--- config.mk ---
export PLATFORM = sky130hd
export DESIGN_NAME = irq_bank
export DESIGN_NICKNAME = d
export VERILOG_FILES = /design/src/rtl/irq_bank_pkg.sv /design/src/rtl/irq_bit_latch.sv /design/src/rtl/irq_err_capture.sv /design/src/rtl/irq_bank.sv
export SDC_FILE = /design/constraint.sdc
export NUM_CORES = 1
export LEC_CHECK = 0
export CAP_MARGIN = 10
export CORE_ASPECT_RATIO = 1.75
export CORE_UTILIZATION = 46
export DETAILED_ROUTE_END_ITERATION = 8
export MAX_ROUTING_LAYER = met4
export PLACE_DENSITY = 0.87
export SLEW_MARGIN = 10
export SYNTH_ARGS = -nofsm -noshare
export SYNTH_HDL_FRONTEND = slang
export SYNTH_SLANG_ARGS = --single-unit
--- constraint.sdc ---
create_clock -name clk_i -period 4 [get_ports clk_i]
set_input_delay 1.2 -clock clk_i [delete_from_list [all_inputs] [get_ports clk_i]]
set_output_delay 1.2 -clock clk_i [all_outputs]
set_load 0.01 [all_outputs]
--- src/rtl/irq_bank_pkg.sv ---
package irq_bank_pkg;
    localparam int unsigned WORD_W = 32;
    localparam int unsigned IDX_W  = 3;
    localparam int unsigned NSRC   = 2;

    localparam logic [IDX_W-1:0] IDX_EADDR_LO = 3'd0;
    localparam logic [IDX_W-1:0] IDX_EADDR_HI = 3'd1;
    localparam logic [IDX_W-1:0] IDX_STATUS   = 3'd3;
    localparam logic [IDX_W-1:0] IDX_EN_SET   = 3'd5;
    localparam logic [IDX_W-1:0] IDX_EN_CLR   = 3'd7;

    localparam int unsigned SRC_DONE = 0;
    localparam int unsigned SRC_ERR  = 1;

    localparam logic [7:0] DEV_IDLE_MASK = 8'h51;

    typedef enum logic {
        CAP_OPEN = 1'b0,
        CAP_HELD = 1'b1
    } cap_state_e;
endpackage

--- src/rtl/irq_bit_latch.sv ---
module irq_bit_latch #(
    parameter int unsigned N = 2
) (
    input  logic         clk_i,
    input  logic         rst_ni,
    input  logic [N-1:0] set_i,
    input  logic [N-1:0] clr_i,
    output logic [N-1:0] q_o
);
    for (genvar g = 0; g < N; g++) begin : g_bit
        always_ff @(posedge clk_i or negedge rst_ni) begin
            if (!rst_ni)          q_o[g] <= 1'b0;
            else if (set_i[g])    q_o[g] <= 1'b1;
            else if (clr_i[g])    q_o[g] <= 1'b0;
        end
    end
endmodule

--- src/rtl/irq_err_capture.sv ---
module irq_err_capture
    import irq_bank_pkg::*;
#(
    parameter int unsigned AW = 2 * WORD_W
) (
    input  logic          clk_i,
    input  logic          rst_ni,
    input  logic          err_i,
    input  logic [AW-1:0] err_addr_i,
    input  logic          err_clr_i,
    output logic          held_o,
    output logic [AW-1:0] addr_o
);
    cap_state_e state_q, state_d;
    logic       load;

    always_ff @(posedge clk_i or negedge rst_ni) begin
        if (!rst_ni) state_q <= CAP_OPEN;
        else         state_q <= state_d;
    end

    always_comb begin
        state_d = state_q;
        load    = 1'b0;
        unique case (state_q)
            CAP_OPEN: if (err_i) begin
                state_d = CAP_HELD;
                load    = 1'b1;
            end
            CAP_HELD: if (err_clr_i && !err_i) state_d = CAP_OPEN;
            default:  state_d = CAP_OPEN;
        endcase
    end

    always_ff @(posedge clk_i or negedge rst_ni) begin
        if (!rst_ni)   addr_o <= '0;
        else if (load) addr_o <= err_addr_i;
    end

    assign held_o = (state_q == CAP_HELD);
endmodule

--- src/rtl/irq_bank.sv ---
module irq_bank
    import irq_bank_pkg::*;
(
    input  logic              clk_i,
    input  logic              rst_ni,
    input  logic              reg_wr_i,
    input  logic [IDX_W-1:0]  reg_idx_i,
    input  logic [WORD_W-1:0] reg_wdata_i,
    output logic [WORD_W-1:0] reg_rdata_o,
    input  logic              done_i,
    input  logic              bus_err_i,
    input  logic [2*WORD_W-1:0] bus_err_addr_i,
    input  logic              dev_stat_rd_i,
    input  logic [7:0]        dev_stat_val_i,
    output logic              irq_o
);
    logic [NSRC-1:0]     status_q, enable_q;
    logic [NSRC-1:0]     evt, st_clr, en_set, en_clr;
    logic [NSRC-1:0]     w1c, auto_clr;
    logic                cap_held;
    logic [2*WORD_W-1:0] err_addr_q;

    assign evt[SRC_DONE] = done_i;
    assign evt[SRC_ERR]  = bus_err_i;

    assign w1c      = (reg_wr_i && reg_idx_i == IDX_STATUS) ? reg_wdata_i[NSRC-1:0] : '0;
    assign auto_clr = (dev_stat_rd_i && |(dev_stat_val_i & DEV_IDLE_MASK)) ? '1 : '0;
    assign st_clr   = w1c | auto_clr;
    assign en_set   = (reg_wr_i && reg_idx_i == IDX_EN_SET) ? reg_wdata_i[NSRC-1:0] : '0;
    assign en_clr   = (reg_wr_i && reg_idx_i == IDX_EN_CLR) ? reg_wdata_i[NSRC-1:0] : '0;

    irq_bit_latch #(.N(NSRC)) u_status (
        .clk_i(clk_i), .rst_ni(rst_ni), .set_i(evt), .clr_i(st_clr), .q_o(status_q)
    );

    irq_bit_latch #(.N(NSRC)) u_enable (
        .clk_i(clk_i), .rst_ni(rst_ni), .set_i(en_set), .clr_i(en_clr), .q_o(enable_q)
    );

    irq_err_capture #(.AW(2*WORD_W)) u_cap (
        .clk_i(clk_i), .rst_ni(rst_ni),
        .err_i(bus_err_i), .err_addr_i(bus_err_addr_i),
        .err_clr_i(st_clr[SRC_ERR]),
        .held_o(cap_held), .addr_o(err_addr_q)
    );

    always_comb begin
        reg_rdata_o = '0;
        case (reg_idx_i)
            IDX_EADDR_LO: reg_rdata_o = err_addr_q[WORD_W-1:0];
            IDX_EADDR_HI: reg_rdata_o = err_addr_q[2*WORD_W-1:WORD_W];
            IDX_STATUS:   reg_rdata_o[NSRC-1:0] = status_q;
            IDX_EN_SET,
            IDX_EN_CLR:   reg_rdata_o[NSRC-1:0] = enable_q;
            default:      reg_rdata_o = '0;
        endcase
    end

    assign irq_o = |(status_q & enable_q);
endmodule

==> flow_summary.ini <==
[die]
start_util = 0.479
die_w_um = 66.4
coreArea_sq_mm = 0.00696
pin_count = 146
dieArea_sq_mm = 0.00761
fp-row-count = 40
die_h_um = 115

[timing]
final-hold-violation-count = 0
setup-violations-final = 0
slew_violations = 0
fmax_mhz = 253
clock_skew_ns = 0.00620
tightest_slew_ns = 0.865
timing.final.crit_share = 0.986
worst_hold_slack_ns = 0.505
layout_setup_ws_ns = 0.0548
fin_crit_ns = 3.95
slew_headroom = 0.423
rsz0062_at_grt = no

[clock_tree]
numCtsBuffers = 9
clockRootBuffer = clkbuf_16
clk_pin_slew_worst_paths_ns = 0.05
cts_tree = done
tritoncts_num_sinks = 69
clock_path_buffers = 2
insertion_delay_ns = 0.33
htreeDepth = 3

[route]
remaining_drc_errors = 0
wl_um = 7760
drtIter0Drc = 124
wl_per_cell_um = 18.5
vias = 2242
drtAntennaViolNets = 0
vias_per_cell = 5.35
drt-pass1-iter-count = 4

[status]
outcome = completed

[global_route]
grt_pass1_vias = 2507
antenna_found_initial = 0
grt_usage = 0.230
grt_first_pass_wirelength_um = 12100
grt_max_degree = 70
overflow = 0

[layout]
nNetsFinal = 443
layout-drive-gt1-share = 0.307
num_antenna_cells = 0
syn2layout_area_growth_pct = 43.3
postLayoutCellArea_sq_mm = 0.00478

[pwr]
power_w = 0.00214
p_seq_frac = 0.434
p_per_area_mw_per_mm2 = 448
swShare = 0.237
leakage_nw = 2.15
peakVddDrop_uv = 311
combPwrFrac = 0.224
clockPowerShare = 0.341
power_switching_w = 0.000508
p_int_w = 0.00163

[worst_setup_path]
worstPathRequired_ns = 2.80
arrival_ns = 2.75
worst_setup_path_start_kind = input port
crit_chain = dlygate4sd2_1, nor3_4, buf_4, buf_6, a22o_1, clkdlybuf4s50_1
reg2reg_depth = 3
slowest_delay_ns = 0.58
crit_path_max_fanout = 8
endpoint_kind = output pin
slowest_stage = clkdlybuf4s50_1
worstSetupPathType = in -> out

[logic_synthesis]
ys_warn_count = 0
synthFlopType = dfrtp_1
syn-instance-count = 208
async_flop_share = 1.00
ys_types = 26
netlist_area_sq_mm = 0.00333
synth.net_count = 321
synth-edff-count = 0
yosysSeqAreaShare = 0.518
avgSynthCellArea_sq_um = 16.0
yosys_register_bits = 69

[placement]
place.gp.congestion = 0.815
placed_area_sq_mm = 0.00445
port_buffers = 110
dp_hpwl_um = 5300
pre_cts_slack_ns = -0.215

[flow_run]
maxCapViolations = 0

[worst_hold_path]
whs_path_depth = 1
holdCritPathClass = reg -> reg
stage by stage:
step	setup TNS, ns	util	cells
2_1_floorplan	0	-	208
3_3_place_gp	-4.65	0.639	399
3_5_place_dp	-5.24	0.639	399
4_1_cts	0	0.685	419
5_1_grt	0	0.687	419
6_report	0	0.687	419
area by class of cell:
| class | instances | area [sq um] |
|---|---|---|
| repair buffers | 127 | 1240 |
| well taps | 84 | 105 |
| multi-input cells | 122 | 1420 |
| inverters | 1 | 3.75 |
| flip-flops and latches | 69 | 1730 |
| fillers | 490 | 2180 |
| clock buffers | 13 | 260 |
| clock inverters | 3 | 20.0 |
power groups by stage:
stage                     Sequential (W)  Clock [W]  Combinational [W]
after floorplan                 0.000910          0           0.000308
after global placement          0.000926          0           0.000467
after detailed placement        0.000937          0           0.000478
after CTS                       0.000929   0.000749           0.000485
after global routing            0.000946   0.000779           0.000511
final                           0.000929   0.000731           0.000480
worst paths after layout:
check | slack [ns] | endpoint | from
max | 0.05 | reg_rdata_o[22] | reg_idx_i[2]
min | 0.51 | u_cap.addr_o[37] | u_cap.addr_o[37]
max reg2reg | 2.48 | u_cap.addr_o[15] | u_cap.held_o
min reg2reg | 0.51 | u_cap.addr_o[37] | u_cap.addr_o[37]
max in group asynchronous | 2.37 | u_cap.addr_o[28] | rst_ni
min in group asynchronous | 1.06 | u_cap.addr_o[10] | rst_ni
logic make-up (layout without fill, tap and decap cells):
logic type	Yosys count	in the layout	share of synthesized area
simple gates	13	13	0.0266
mux	65	65	0.287
flops	69	69	0.518
compound gates	44	44	0.108
buf+inv	17	144	0.0604
critical path: cells and delay by family:
family	cells	cell delay, ns
simple gates	1	0.20
compound gates	1	0.16
buf+inv	4	1.19
cells in the mapped netlist, drive strengths merged, types with 2 or more instances:
cell / number / area, sq um
dfrtp: 69 / 1730
mux2: 64 / 946
a22o: 31 / 272
buf: 16 / 198
nand2: 3 / 11.3
o21ai: 3 / 15.0
a21boi: 2 / 15.0
a21o: 2 / 17.5
a31oi: 2 / 12.5
nand4: 2 / 12.5
nor3: 2 / 20.0
metal layers:
layer | track usage | share of wire
met2 | 0.395 | 0.56
met4 | 0.129 | 0.038
met5 | - | 0
met1 | 0.239 | 0.37
met3 | 0.0478 | 0.037
cells in the final DEF (no fill, tap or decap), types with 2 or more instances in the layout:
cell / instances
a21o_2: 2
a22o_1: 31
a31oi_1: 2
buf_4: 12
buf_6: 4
clkbuf_1: 2
clkbuf_16: 9
clkbuf_8: 2
clkdlybuf4s50_1: 102
clkinvlp_4: 2
dfrtp_1: 69
dlygate4sd2_1: 3
dlymetal6s2s_1: 4
mux2_2: 4
mux2_4: 60
nand2_1: 3
nand4_1: 2
nor3_4: 2
o21ai_0: 3
state kept, by name, indices dropped and copies added, names as in the netlist:
name,cells
u_cap.addr_o,64
u_enable.q_o,2
u_status.q_o,2
u_cap.held_o,1
timing repair:
action | 4_1_cts | 5_1_grt
gates resized for setup | 7 | 6
gates cloned | 2 | 0
setup buffers | 2 | 1
setup endpoints to repair | 32 | 17
hold buffers | 0 | 0
pin swaps | 1 | 1
Power figures use the tool's default switching activity.
